<file path="src/rtl/spi_reg_slave_pkg.sv">
package spi_reg_slave_pkg;

    // Encoding of the frame's top bit
    typedef enum logic {
        DIR_READ  = 1'b0,
        DIR_WRITE = 1'b1
    } spi_dir_e;

endpackage

</file>
<file path="src/rtl/spi_sck_edge.sv">
// Oversamples SCK with clk and flags edges while the slave is selected.
module spi_sck_edge (
    input  logic clk,
    input  logic rst_n,
    input  logic cs_n,
    input  logic sck,
    output logic sel,
    output logic rise,
    output logic fall
);
    typedef struct packed {
        logic sck;
    } edge_state_t;

    edge_state_t st_d, st_q;

    always_comb begin
        st_d     = st_q;
        st_d.sck = sck;
        sel      = ~cs_n;
        rise     = ~cs_n & sck & ~st_q.sck;
        fall     = ~cs_n & ~sck & st_q.sck;
    end

    always_ff @(posedge clk or negedge rst_n) begin
        if (!rst_n) st_q <= '0;
        else        st_q <= st_d;
    end
endmodule

</file>
<file path="src/rtl/spi_frame_rx.sv">
// Receives a frame, decodes the header and issues register strobes.
module spi_frame_rx
    import spi_reg_slave_pkg::*;
#(
    parameter int ADDR_W  = 5,
    parameter int FIELD_W = 7,
    parameter int DATA_W  = 8
) (
    input  logic              clk,
    input  logic              rst_n,
    input  logic              sel,
    input  logic              rise,
    input  logic              mosi,
    output logic [ADDR_W-1:0] addr,
    output logic              wr_en,
    output logic [DATA_W-1:0] wr_data,
    output logic              rd_en
);
    localparam int HDR_W   = 1 + FIELD_W;
    localparam int FRAME_W = HDR_W + DATA_W;
    localparam int CNT_W   = $clog2(FRAME_W + 1);
    localparam logic [CNT_W-1:0] HDR_LAST   = CNT_W'(HDR_W - 1);
    localparam logic [CNT_W-1:0] FRAME_LAST = CNT_W'(FRAME_W - 1);
    localparam logic [CNT_W-1:0] FRAME_END  = CNT_W'(FRAME_W);

    typedef struct packed {
        logic [CNT_W-1:0]   cnt;
        logic [FRAME_W-2:0] shreg;
        logic               is_write;
        logic               in_range;
        logic [ADDR_W-1:0]  addr;
        logic               wr_en;
        logic [DATA_W-1:0]  wr_data;
        logic               rd_en;
    } rx_state_t;

    rx_state_t st_d, st_q;
    logic [HDR_W-1:0] hdr;
    logic             hdr_ok;

    always_comb begin
        st_d       = st_q;
        st_d.wr_en = 1'b0;
        st_d.rd_en = 1'b0;
        hdr        = {st_q.shreg[HDR_W-2:0], mosi};
        hdr_ok     = ((hdr[FIELD_W-1:0] >> ADDR_W) == '0);

        if (!sel) begin
            st_d.cnt = '0;
        end else if (rise && (st_q.cnt < FRAME_END)) begin
            st_d.cnt   = st_q.cnt + 1'b1;
            st_d.shreg = {st_q.shreg[FRAME_W-3:0], mosi};

            if (st_q.cnt == HDR_LAST) begin
                st_d.is_write = (hdr[HDR_W-1] == DIR_WRITE);
                st_d.in_range = hdr_ok;
                if (hdr_ok) begin
                    st_d.addr = hdr[ADDR_W-1:0];
                end
                st_d.rd_en = (hdr[HDR_W-1] == DIR_READ) && hdr_ok;
            end

            if (st_q.cnt == FRAME_LAST && st_q.is_write && st_q.in_range) begin
                st_d.wr_en   = 1'b1;
                st_d.wr_data = {st_q.shreg[DATA_W-2:0], mosi};
            end
        end
    end

    always_ff @(posedge clk or negedge rst_n) begin
        if (!rst_n) st_q <= '0;
        else        st_q <= st_d;
    end

    assign addr    = st_q.addr;
    assign wr_en   = st_q.wr_en;
    assign wr_data = st_q.wr_data;
    assign rd_en   = st_q.rd_en;
endmodule

</file>
<file path="src/rtl/spi_miso_tx.sv">
// Holds the read byte and shifts it out after each falling SCK edge.
module spi_miso_tx #(
    parameter int DATA_W = 8
) (
    input  logic              clk,
    input  logic              rst_n,
    input  logic              sel,
    input  logic              fall,
    input  logic              load,
    input  logic [DATA_W-1:0] load_data,
    output logic              miso
);
    typedef struct packed {
        logic [DATA_W-1:0] tx;
        logic              miso;
    } tx_state_t;

    tx_state_t st_d, st_q;

    always_comb begin
        st_d = st_q;
        if (!sel) begin
            st_d.tx   = '0;
            st_d.miso = 1'b0;
        end else if (load) begin
            st_d.tx = load_data;
        end else if (fall) begin
            st_d.miso = st_q.tx[DATA_W-1];
            st_d.tx   = {st_q.tx[DATA_W-2:0], 1'b0};
        end
    end

    always_ff @(posedge clk or negedge rst_n) begin
        if (!rst_n) st_q <= '0;
        else        st_q <= st_d;
    end

    assign miso = st_q.miso;
endmodule

</file>
<file path="src/rtl/spi_reg_slave.sv">
module spi_reg_slave #(
    parameter int ADDR_W  = 5,
    parameter int FIELD_W = 7,
    parameter int DATA_W  = 8
) (
    input  logic              clk,
    input  logic              rst_n,
    input  logic              spi_cs_n,
    input  logic              spi_sck,
    input  logic              spi_mosi,
    output logic              spi_miso,
    output logic [ADDR_W-1:0] reg_addr,
    output logic              reg_wr_en,
    output logic [DATA_W-1:0] reg_wr_data,
    output logic              reg_rd_en,
    input  logic [DATA_W-1:0] reg_rd_data
);
    logic sel;
    logic sck_rise;
    logic sck_fall;

    spi_sck_edge u_edge (
        .clk   (clk),
        .rst_n (rst_n),
        .cs_n  (spi_cs_n),
        .sck   (spi_sck),
        .sel   (sel),
        .rise  (sck_rise),
        .fall  (sck_fall)
    );

    spi_frame_rx #(
        .ADDR_W  (ADDR_W),
        .FIELD_W (FIELD_W),
        .DATA_W  (DATA_W)
    ) u_rx (
        .clk     (clk),
        .rst_n   (rst_n),
        .sel     (sel),
        .rise    (sck_rise),
        .mosi    (spi_mosi),
        .addr    (reg_addr),
        .wr_en   (reg_wr_en),
        .wr_data (reg_wr_data),
        .rd_en   (reg_rd_en)
    );

    // The read strobe cycle is the capture cycle for reg_rd_data
    spi_miso_tx #(
        .DATA_W (DATA_W)
    ) u_tx (
        .clk       (clk),
        .rst_n     (rst_n),
        .sel       (sel),
        .fall      (sck_fall),
        .load      (reg_rd_en),
        .load_data (reg_rd_data),
        .miso      (spi_miso)
    );
endmodule

</file>
<file path="config.mk">
export PLATFORM = sky130hd
export DESIGN_NAME = spi_reg_slave
export DESIGN_NICKNAME = d
export VERILOG_FILES = /design/src/rtl/spi_reg_slave_pkg.sv /design/src/rtl/spi_sck_edge.sv /design/src/rtl/spi_frame_rx.sv /design/src/rtl/spi_miso_tx.sv /design/src/rtl/spi_reg_slave.sv
export SDC_FILE = /design/constraint.sdc
export NUM_CORES = 1
export LEC_CHECK = 0
export CELL_PAD_IN_SITES_DETAIL_PLACEMENT = 1
export CELL_PAD_IN_SITES_GLOBAL_PLACEMENT = 1
export CORE_MARGIN = 2
export CORE_UTILIZATION = 43
export CTS_BUF_LIST = sky130_fd_sc_hd__clkbuf_2
export CTS_CLUSTER_DIAMETER = 150
export DETAILED_ROUTE_END_ITERATION = 7
export HOLD_SLACK_MARGIN = 0.06
export PLACE_DENSITY = 0.86
export SLEW_MARGIN = 20
export SYNTH_ARGS = -nofsm -noshare
export SYNTH_HDL_FRONTEND = slang
export SYNTH_SLANG_ARGS = --single-unit
</file>
<file path="constraint.sdc">
create_clock -name clk -period 2.79 [get_ports clk]
set_input_delay 0.6975 -clock clk [delete_from_list [all_inputs] [get_ports clk]]
set_output_delay 0.6975 -clock clk [all_outputs]
set_load 0.01 [all_outputs]
</file>
Yosys cells after proc, flatten, opt, wreduce, memory -nomap -nowiden

Cells that the tools add are included.

Register bits after elaboration: 47
Bits in writable memories: 0
Bits in read-only memories: 0
Bits in latches: 0
Output and inout port bits: 16
Memories: 0
Word-level logic and storage cells: 48

Multiplexer cells: 11
Multipliers: 0
Add/subtract/negate cells: 1
Divide/modulo/power cells: 0
Reduce and logical (&&, ||, !) cells: 13
$lt $le $gt $ge: 1
Equal/unequal tests: 3
Bitwise logic cells: 8
Shift-type cells: 0

Operator list:

| cell                                                                   | number |
|---|---|
| 37-bit two-way mux                                                     | 1 |
| 9-bit two-way mux                                                      | 3 |
| 10-bit two-way mux                                                     | 1 |
| 5-bit two-way mux                                                      | 2 |
| 8-bit two-way mux                                                      | 1 |
| 7-bit logical NOT                                                      | 1 |
| 7-bit two-way mux                                                      | 1 |
| 3-bit AND reduction                                                    | 2 |
| 5-bit by 1-bit adder with 5-bit output (second input constant)         | 1 |
| 5-bit by 3-bit equality test with 1-bit output (second input constant) | 1 |
| 5-bit by 4-bit equality test with 1-bit output (second input constant) | 1 |
| 5-bit less-than comparator (second input constant)                     | 1 |
| 1-bit AND                                                              | 4 |
| 1-bit logical AND                                                      | 4 |
| 1-bit inverter                                                         | 4 |
| 2-bit AND reduction                                                    | 2 |
| 4-bit AND reduction                                                    | 1 |
| 2-bit nonzero test                                                     | 2 |
| 3-bit nonzero test                                                     | 1 |
| 1-bit two-way mux                                                      | 2 |
| 2-bit inequality test (second input constant)                          | 1 |

Depth between registers and ports, before layout

Gate-level depths: netlist of run 1.

Depth after elaboration: 6
Gate-level depth with buffers: 6
Depth with buffers taken out: 6

By module

Synthesis of run 1 repeated with hierarchy kept, for this count alone.

Cells, all modules: 137
Area total of the unflattened synthesis: 1,796.7 sq um

By module, submodules not included:

| module       | cells an instance | seq. area each (sq um) | instances | area each (sq um) |
|---|---|---|---|---|
| spi_frame_rx | 94                | 725.7                  | 1         | 1,298.7 |
| spi_miso_tx  | 39                | 225.2                  | 1         | 444.2 |
| spi_sck_edge | 4                 | 25.0                   | 1         | 53.8 |

Worst setup path before layout of run 1

OpenSTA, ideal clock, no wires.

Path kind: input port to flip-flop
Start: in spi_cs_n
End: reg u_rx.st_q (netlist bit u_rx.addr[0])
Required time: 2.665 ns
Setup slack: 0.321 ns
Library setup time: 0.125 ns
Path buffers: 3
Stages: 6
Arrival: 2.344 ns
Cells stage by stage: buf_6 or4b_1 buf_2 or4_4 buf_6 mux2_4

Longest elaborated chain between the ends: 5

Ends and longest elaborated chain:

| item                                   | RTL line           | RTL |
|---|---|---|
| start: declaration                     | spi_reg_slave.sv:8 | `input logic spi_cs_n,` |
| 1-bit inverter (no source line) *      | -                  |  |
| 1-bit AND (2 in series)                | spi_sck_edge.sv:21 | `rise = ~cs_n & sck & ~st_q.sck;` |
| 1-bit logical AND                      | spi_frame_rx.sv:50 | `end else if (rise && (st_q.cnt < FRAME_END)) begin` |
| 4-bit AND reduction (no source line) * | -                  |  |
| end signal: assignment                 | spi_frame_rx.sv:72 | `else st_q <= st_d;` |
| end: declaration                       | spi_frame_rx.sv:37 | `rx_state_t st_d, st_q;` |

Mark *: on every way between the ends. The rest lies on a longest branch, timed or not.
A chain may end at the register's enable or synchronous reset.

Final worst setup path of run 1

Start: in spi_cs_n
End: reg u_rx.st_q (netlist bit u_rx.addr[4])

The elaborated chain is that of the path after synthesis.

==> flow_results.org, run 1 <==
** Power and ir drop
- Power per standard cell area :: around 470 nW/um^2
- After layout, the design draws a total of between 0.9 and 1 mW.
- The analysis attributes to cell leakage a power of 0.9561 nW.
- Worst-case vdd ir drop :: 294.3 uV

** STA
- Between clock sinks in the finished design, the worst skew comes to around 0.015 ns.
- The total count of hold-check failures in the final report came to 0.
- Final-layout setup total negative slack :: 0 ns
- The worst pin sits at a relative slew slack of a little over two fifths.
- Time the worst path needs with I/O delays and setup :: around 2.3 ns
- The max-slew violation total from the final report was 0.
- Transition time of the tightest slew-check pin :: about 0.86 ns
- Static timing analysis puts the maximum clock frequency at between 400 and 500 MHz.
- Setup violations remaining at the end of the flow were counted as 0.
- Final cycle utilization of the critical path :: 83.04%
- Setup repair after global routing left no endpoint under its margin.
- After layout, the worst setup slack is 0.4732 ns.

** Setup path
- Data arrives at the worst endpoint at ~2.6 ns.
- Together, buffers and inverters on the worst path number 1.
- The worst register-to-register path ends at u_rx.addr[4].
- For the worst flop-to-flop path, the logic depth is 3.
- Data required time at the worst endpoint :: around 3.1 ns
- In this run the worst setup path begins at spi_cs_n.
- Across all register-to-register paths, the minimum setup slack is 0.76 ns.
- Of all nets on the critical path, the largest fanout is 7.
- In this design, the stage delay of the slowest critical-path cell is roughly 0.59 ns.
- Endpoint type of the worst setup path :: register
- Critical Path Source Type :: primary input
- Setup CP Type :: in -> reg
- Origin of the critical flop-to-flop path :: u_rx.st_q[36]
- Grouping stages by cell kind, the critical path spends the most delay in simple AND/OR/NAND/NOR gates.
- Traced cell by cell, the critical path runs through clkdlybuf4s50_1 > or4b_1 > or4_4 > mux2_4.
- CP max stage cell :: sky130_fd_sc_hd__or4_4

** Global routing
- Grt total ovfl :: 0
- Antenna violations before repair :: 0
- Pin count of the biggest net entering global routing :: 40
- For this run, the total global-route usage over all layers was measured as between 15 and 20%.
- Number of global-route vias before repair :: between 1000 and 1500
- The first global-routing pass estimated a little under 6000 um of wire.

** Detailed routing
- Count of vias placed by the detailed router :: around 1200
- For this block, wires on met1 add up to roughly 1500 um.
- In the routed layout, each cell is associated on average with a via count of between 5 and 6.
- DRT Wirelength :: roughly 3500 um
- The detailed router finished its first iteration with between 50 and 60 violations.
- Detailed routing placed a total of ~1800 um of wire on met2.
- Detailed-routing iteration count for the pre-antenna-repair pass :: 4
- Highest signal layer in the routed design :: met4
- Number of DRC violations after detailed routing :: 0
- After detailed routing, the average wire length per cell comes to ~16 um.
- Antenna Nets Post-Route :: 0
- After detailed routing, the met3 layer carries ~150 um of wire.

** Clocking
- After clock tree synthesis, the setup repair step added 0 buffers.
- Clock tree synthesis found a total of 39 sinks.
- PostCTS Resize Cnt :: 0
- Clock transition at the registers of the reported paths :: roughly 0.20 ns
- Clock latency at the later pin of the worst-skew pair :: ~0.40 ns
- CTS HTree Levels :: 2
- CTS Root Cell :: sky130_fd_sc_hd__clkbuf_2
- Clock tree from TritonCTS :: built
- The clock passes through at most 2 buffers.
- In this run, CTS created clock tree buffers numbering 5.
- After clock tree synthesis, the flow added hold-fix buffers numbering 0.

** Yosys
- The synthesized design contains 0 enable-type register cells.
- During synthesis, Yosys emitted a total of 0 warnings.
- Flip-flop cell with the highest count after synthesis :: sky130_fd_sc_hd__dfrtp_1
- Total nets after synthesis :: roughly 170
- In the synthesized netlist, the number of instances is 153.
- After synthesis, the most frequently instantiated cells are sky130_fd_sc_hd__dfrtp_1, sky130_fd_sc_hd__nand2_1, sky130_fd_sc_hd__buf_4, sky130_fd_sc_hd__nor2_1, sky130_fd_sc_hd__mux2_2.
- After synthesis, the cell types taking the most area are sky130_fd_sc_hd__dfrtp_1, sky130_fd_sc_hd__mux2_2, sky130_fd_sc_hd__buf_4.
- By instance count, the leading cell after synthesis is sky130_fd_sc_hd__dfrtp_1.
- Of all flip-flops after synthesis, the portion carrying an async set or reset was 100.0%.
- Synthesis-stage register bit count :: 39
- The synthesized netlist contains 28 unique library cells.
- Post-synth design cell area :: ~1800 um^2
- Sequential fraction of the synthesis area :: 55.48%
- The synthesized design devotes to its leading area cell type between 50% and 60% of total area.
- In this run the mean area of a mapped cell was about 11 um^2.
- Of all cell types, the one taking the most synthesized area is sky130_fd_sc_hd__dfrtp_1.

** Hold path
- The worst hold path belongs to the class in -> async.

** Die
- Boundary Pins :: 29
- Site Rows :: 23
- The initial utilization of the core area, before any placement, comes to around 44%.
- Vertical extent of the die :: 67.96 um
- Die width :: approximately 68 um
- The floorplan step defined a die boundary enclosing between 4000 and 5000 um^2.
- Core region area :: around 4000 um^2

** Layout
- Net count reported at finish :: between 150 and 200
- Synth-to-Final Area Change :: 16.43%
- 0 antenna diodes ended up in the layout.
- Cells with a size suffix above 1 make up between 15 and 20% of the layout.
- Final design instance area without fill :: between 2000 and 2500 um^2
- End-of-flow core utilization :: between 50% and 60%

** Placement
- Post-Place Cell Area :: 2014 um^2
- OpenSTA, run right after detailed placement, puts the worst setup slack at between 0.04 and 0.05 ns.
- Detailed placement ended at an HPWL of around 2500 um.
- Port buffering added 28 buffers.
- At the end of routability-driven placement, the weighted congestion stood at 0.7143.

** Flow run
- Across the run, the number of max-cap violations was 0.

** Outcome
- Result of the run :: complete, no violations
worst max path at each step:
stage                               to  slack, ns  depth (start not counted)
after floorplan           u_rx.addr[0]       0.32                          6
after global placement    u_rx.addr[0]       0.09                          4
after detailed placement  u_rx.addr[1]       0.04                          4
after CTS                 u_rx.addr[0]       0.49                          4
after global routing      u_rx.addr[4]       0.49                          4
final                     u_rx.addr[4]       0.47                          4
state kept, by name, summed over array words and instances, names as in the netlist:
name          flops
u_rx.rd_en        1
u_tx.miso         1
u_rx.wr_en        1
u_edge.st_q       1
u_rx.wr_data      8
u_tx.st_q         8
u_rx.st_q         7
u_rx.hdr          7
u_rx.addr         5
layer usage:
metal,vias to the layer above,global-route usage [%]
li1,544,-
met1,577,21.86
met2,27,30.46
met3,5,3.947
met4,0,7.500
met5,-,0
stage by stage:
stage	hold WS, ns	std cells
final	0.3725	224
after global routing	0.3848	224
after CTS	0.3915	224
after detailed placement	0.4990	217
after global placement	0.4883	217
after floorplan	0.4019	153
layout by cell type, fill, tap and decap left out, drive strengths merged:
master	instances
nor4b	1
a21oi	4
and3	1
inv	4
nand2	23
dfrtp	39
nor2b	1
mux2i	8
nand3b	1
or4	1
xnor2	1
clkdlybuf4s50	27
or3	2
nor2	12
clkinv	2
nand2b	1
mux2	14
ha	2
clkbuf	5
buf	7
or4b	1
a211oi	7
nand3	2
or3b	2
o21ai	4
nor3b	2
cells by family (layout without fill, tap and decap cells):
| group | after synthesis | count (layout) | synth area share (%) |
|---|---|---|---|
| mux | 22 | 22 | 14.58 |
| buf+inv | 24 | 45 | 8.818 |
| xor+xnor | 1 | 1 | 0.4980 |
| fa+ha+maj | 2 | 2 | 1.422 |
| flops | 39 | 39 | 55.48 |
| compound gates | 15 | 15 | 5.263 |
| simple gates | 50 | 50 | 13.94 |
power breakdown:
part	internal [mW]	leakage, nW	switching (mW)
clock network	0.0530	0.0262	0.184
logic	0.0403	0.399	0.0437
registers	0.597	0.531	0.0342
total	0.690	0.956	0.262
cell type report:
| class | count | area (um^2) |
|---|---|---|
| Clock inverter | 2 | 8.758 |
| Clock buffer | 5 | 25.02 |
| Multi-Input combinational cell | 90 | 628.1 |
| Tap cell | 50 | 62.56 |
| Fill cell | 438 | 1923 |
| Sequential cell | 39 | 975.9 |
| Inverter | 4 | 15.01 |
| Timing Repair Buffer | 34 | 332.8 |
No activity file was read; power rests on OpenSTA's default activity.
==> inputs of run 2 (changes only) <==
CORE_UTILIZATION = 39   (was 43)
PLACE_DENSITY = 0.82   (was 0.86)
clock period = 1.9 ns   (was 2.79 ns; I/O delays follow)
==> run 2 against run 1 <==
Against the previous run:
- global-route usage down 2.5 points
- sequential power is 47% higher
- non-clock buffer count increased by 11
- design area is 6.1% higher
- worst setup slack got worse by 0.45 ns
- clock power up 56%
- wire length grew 2.8%
- final cell count grew 6.3%
- first-iteration DRC count is 38% lower
- flip-flop and latch count did not move
- combinational power up 61%
- largest power group unchanged
==> flow_results.org, run 2 (synthesized netlist as in run 1, its figures left out) <==
** Outcome
- Result of the run :: complete, no violations

** Clocking
- Clock transition at the registers of the reported paths :: 0.20 ns (about the same)
- Number of buffers created by CTS :: 5 (unchanged)
- TritonCTS built the clock tree.
- The clock sink count came to 39 (unchanged).
- Clock latency at the later pin of the worst-skew pair :: 0.40 ns (about the same)
- In this run the clock root is driven by a sky130_fd_sc_hd__clkbuf_2.
- Number of buffers on the longest clock path :: 2 (unchanged)
- CTS HTree Levels :: 2 (unchanged)

** Power and ir drop
- The largest voltage drop on the vdd net is 375.7 uV (+28%).
- Post-layout power :: 1.436 mW (+51%)
- The power share of the sequential group was 64.8% (-1.5 points).
- Leak pwr :: 1.077 nW (+13%)
- The power density over the cells is 660.6 nW/um^2 (+42%).
- The cell-internal power is 1.037 mW (+50%).
- Proportion of total power due to net switching :: 27.79% (+0.27 points)
- Combinational Power Share :: 9.4% (+0.6 points)
- The fraction of power consumed by the clock network was 25.8% (+0.9 points).
- Switching power :: 0.3990 mW (+52%)

** Setup path
- Data required time at the worst endpoint :: 2.21 ns (-0.88 ns)
- Setup CP Type :: reg -> reg
- Worst endpoint data arrival time :: 2.19 ns (-0.43 ns)
- Max FO, Critical Path :: 6 (-1)
- Endpoint type of the worst setup path :: register
- STA classifies the critical path startpoint as a register.

** Flow run
- The number of violations of the max-capacitance limit came to 0 (unchanged).

** Die
- The width of the die came to 71.16 um (+4.7%).
- The core region area is 4354 um^2 (+9.6%).
- Boundary Pins :: 29 (unchanged)
- The die span in y is 71.16 um (+4.7%).
- The initial standard-cell utilization of the core was 40.40% (-3.9 points).
- The area of the die is 5064 um^2 (+9.6%).
- Site Rows :: 24 (+4.3%)

** Layout
- From synthesis to final layout, the design area changed by 23.54%.
- Top library cells by usage in the layout, fill and taps aside :: sky130_fd_sc_hd__dfrtp_1, sky130_fd_sc_hd__nand2_1, sky130_fd_sc_hd__clkdlybuf4s50_1, sky130_fd_sc_hd__buf_4, sky130_fd_sc_hd__nor2_1
- The antenna diode count was 0 (unchanged).
- The count of placed standard cells in the final layout, fillers left out was 238 (+6.3%).
- Layout cells sized above 1 :: 24.19% (+6.4 points)
- Net count reported at finish :: 200 (+5.8%)
- Leaving out fill and tap cells, the most frequent cell in the layout is sky130_fd_sc_hd__dfrtp_1.

** STA
- The final clock skew is 0.02522 ns (+0.01040 ns).
- The transition at the pin with the smallest max-transition slack came to 0.4447 ns (-0.4155 ns).
- Total count of max-transition violations in the final report :: 0 (unchanged)
- Setup repair after global routing could not meet its margin everywhere.
- The setup-violating endpoint count in the final report was 0 (unchanged).
- Setup slack of the critical path after layout :: 0.02152 ns (-0.4516 ns)
- The final hold slack was 0.4776 ns (+0.1052 ns).
- The total count of hold-check failures in the final report is 0 (unchanged).
- The routed design could run at a clock period as short as about 1.9 ns.
- The worst path uses a little under 100% of the clock period.
- Maximum achievable frequency :: ~530 MHz
- The tightest slew margin relative to the limit came to 70.35% (+28 points).

** Placement
- The HPWL after detailed placement came to 2666 um (+5.5%).
- The pre-CTS setup slack came to -0.5468 ns (-0.5886 ns).
- Count of input and output buffers :: 28 (unchanged)
- Number of placed instances, taps included :: 224 (+3.2%)
- The global placement routability congestion came to 0.7777 (+8.9%).

** Global routing
- The met3 track utilization from global routing is 4.701% (+0.75 points).
- M2 GR Usage :: 26.54% (-3.9 points)
- The first-pass GRT wire length is 6016 um (+1.5%).
- The number of global-route vias before repair is 1274 (+5.6%).
- The number of antenna violations at the first check in global routing was 0 (unchanged).
- GR Util All Layers :: 15.40% (-2.5 points)
- The layer flagged by global routing as most heavily used is met2.
- The total congestion overflow after global routing is 0 (unchanged).
- The maximum number of pins on one net before global-route repair came to 23 (-43%).
- The met1 global-route usage is 19.12% (-2.7 points).

** Detailed routing
- The total routed wirelength was 3613 um (+2.8%).
- Count of vias placed by the detailed router :: 1181 (+2.4%)
- Average wire per cell in the routed design :: 15.18 um (-3.2%)
- The via count normalized by instance count came to 4.962 (-3.6%).
- The antenna violation net count after detailed routing was 0 (unchanged).
- Number of DRC violations after detailed routing :: 0 (unchanged)
- The detailed-router iteration count before antenna repair came to 4 (unchanged).
- The number of design-rule violations left by the first detailed-router iteration is 35 (-38%).

** Hold path
- The worst hold path belongs to the class in -> reg.
[run 2: final cells by class]
| type | instances | area [um^2] |
|---|---|---|
| Fill cell | 471 | 2181 |
| Multi-Input combinational cell | 90 | 639.4 |
| Inverter | 4 | 15.01 |
| Tap cell | 52 | 65.06 |
| Clock inverter | 2 | 12.51 |
| Sequential cell | 39 | 975.9 |
| Timing Repair Buffer | 45 | 435.4 |
| Clock buffer | 6 | 30.03 |
[run 2: repair_timing]
action                                  CTS  global route
setup buffers                             1             4
endpoints found under the setup margin   14            21
resized for setup                         3             4
pin swaps                                 2             2
endpoints found under the hold margin    17             0
hold buffers                              1             0
[run 2: routing by layer]
metal | share of wire, % | routed length, um
met3 | 3.9 | 141
met1 | 44 | 1600
met4 | 0.58 | 21
met5 | 0 | 0
met2 | 51 | 1850
[run 2: worst max-delay path, stage by stage, from the launching register on]
cell and delay (ns):
sky130_fd_sc_hd__dfrtp_1 0.43, sky130_fd_sc_hd__or4b_4 0.54, sky130_fd_sc_hd__or4_4 0.52, sky130_fd_sc_hd__mux2_4 0.33
[run 2: path summary, 6_finish.rpt]
check	startpoint	to	slack, ns	cells after the start
setup / recovery	u_rx.st_q[36]	u_rx.addr[4]	0.02	3
hold / removal	spi_sck	u_edge.st_q	0.48	2
setup reg to reg	u_rx.st_q[36]	u_rx.addr[4]	0.02	3
hold reg to reg	u_rx.hdr[7]	u_rx.rd_en	0.54	1
max in group asynchronous	rst_n	u_tx.st_q[2]	0.91	3
min in group asynchronous	rst_n	u_rx.addr[2]	0.51	2
[run 2: power groups by stage]
| stage | sequential [mW] | clock, mW | combinational, mW |
|---|---|---|---|
| after floorplan | 0.925 | 0 | 0.0658 |
| after global placement | 0.941 | 0 | 0.126 |
| after detailed placement | 0.947 | 0 | 0.137 |
| after CTS | 0.931 | 0.396 | 0.138 |
| after global routing | 0.939 | 0.423 | 0.153 |
| final | 0.930 | 0.370 | 0.135 |
[run 2: through the flow]
| step | setup TNS (ns) | instance area, um^2 | utilization [%] |
|---|---|---|---|
| 4_1_cts | -0.1722 | 2131 | 48.94 |
| 3_3_place_gp | -7.807 | 2069 | 47.53 |
| 5_1_grt | -0.008051 | 2173 | 49.91 |
| 6_report | 0 | 2173 | 49.91 |
| 3_5_place_dp | -9.018 | 2069 | 47.53 |
| 2_1_floorplan | -2.005 | 1765 | - |
==> inputs of run 3 (changes only) <==
CTS_CLUSTER_DIAMETER = 50   (was 150)
==> results of run 3 <==
The final DEF is identical to that of run 2; final timing and power are the same.
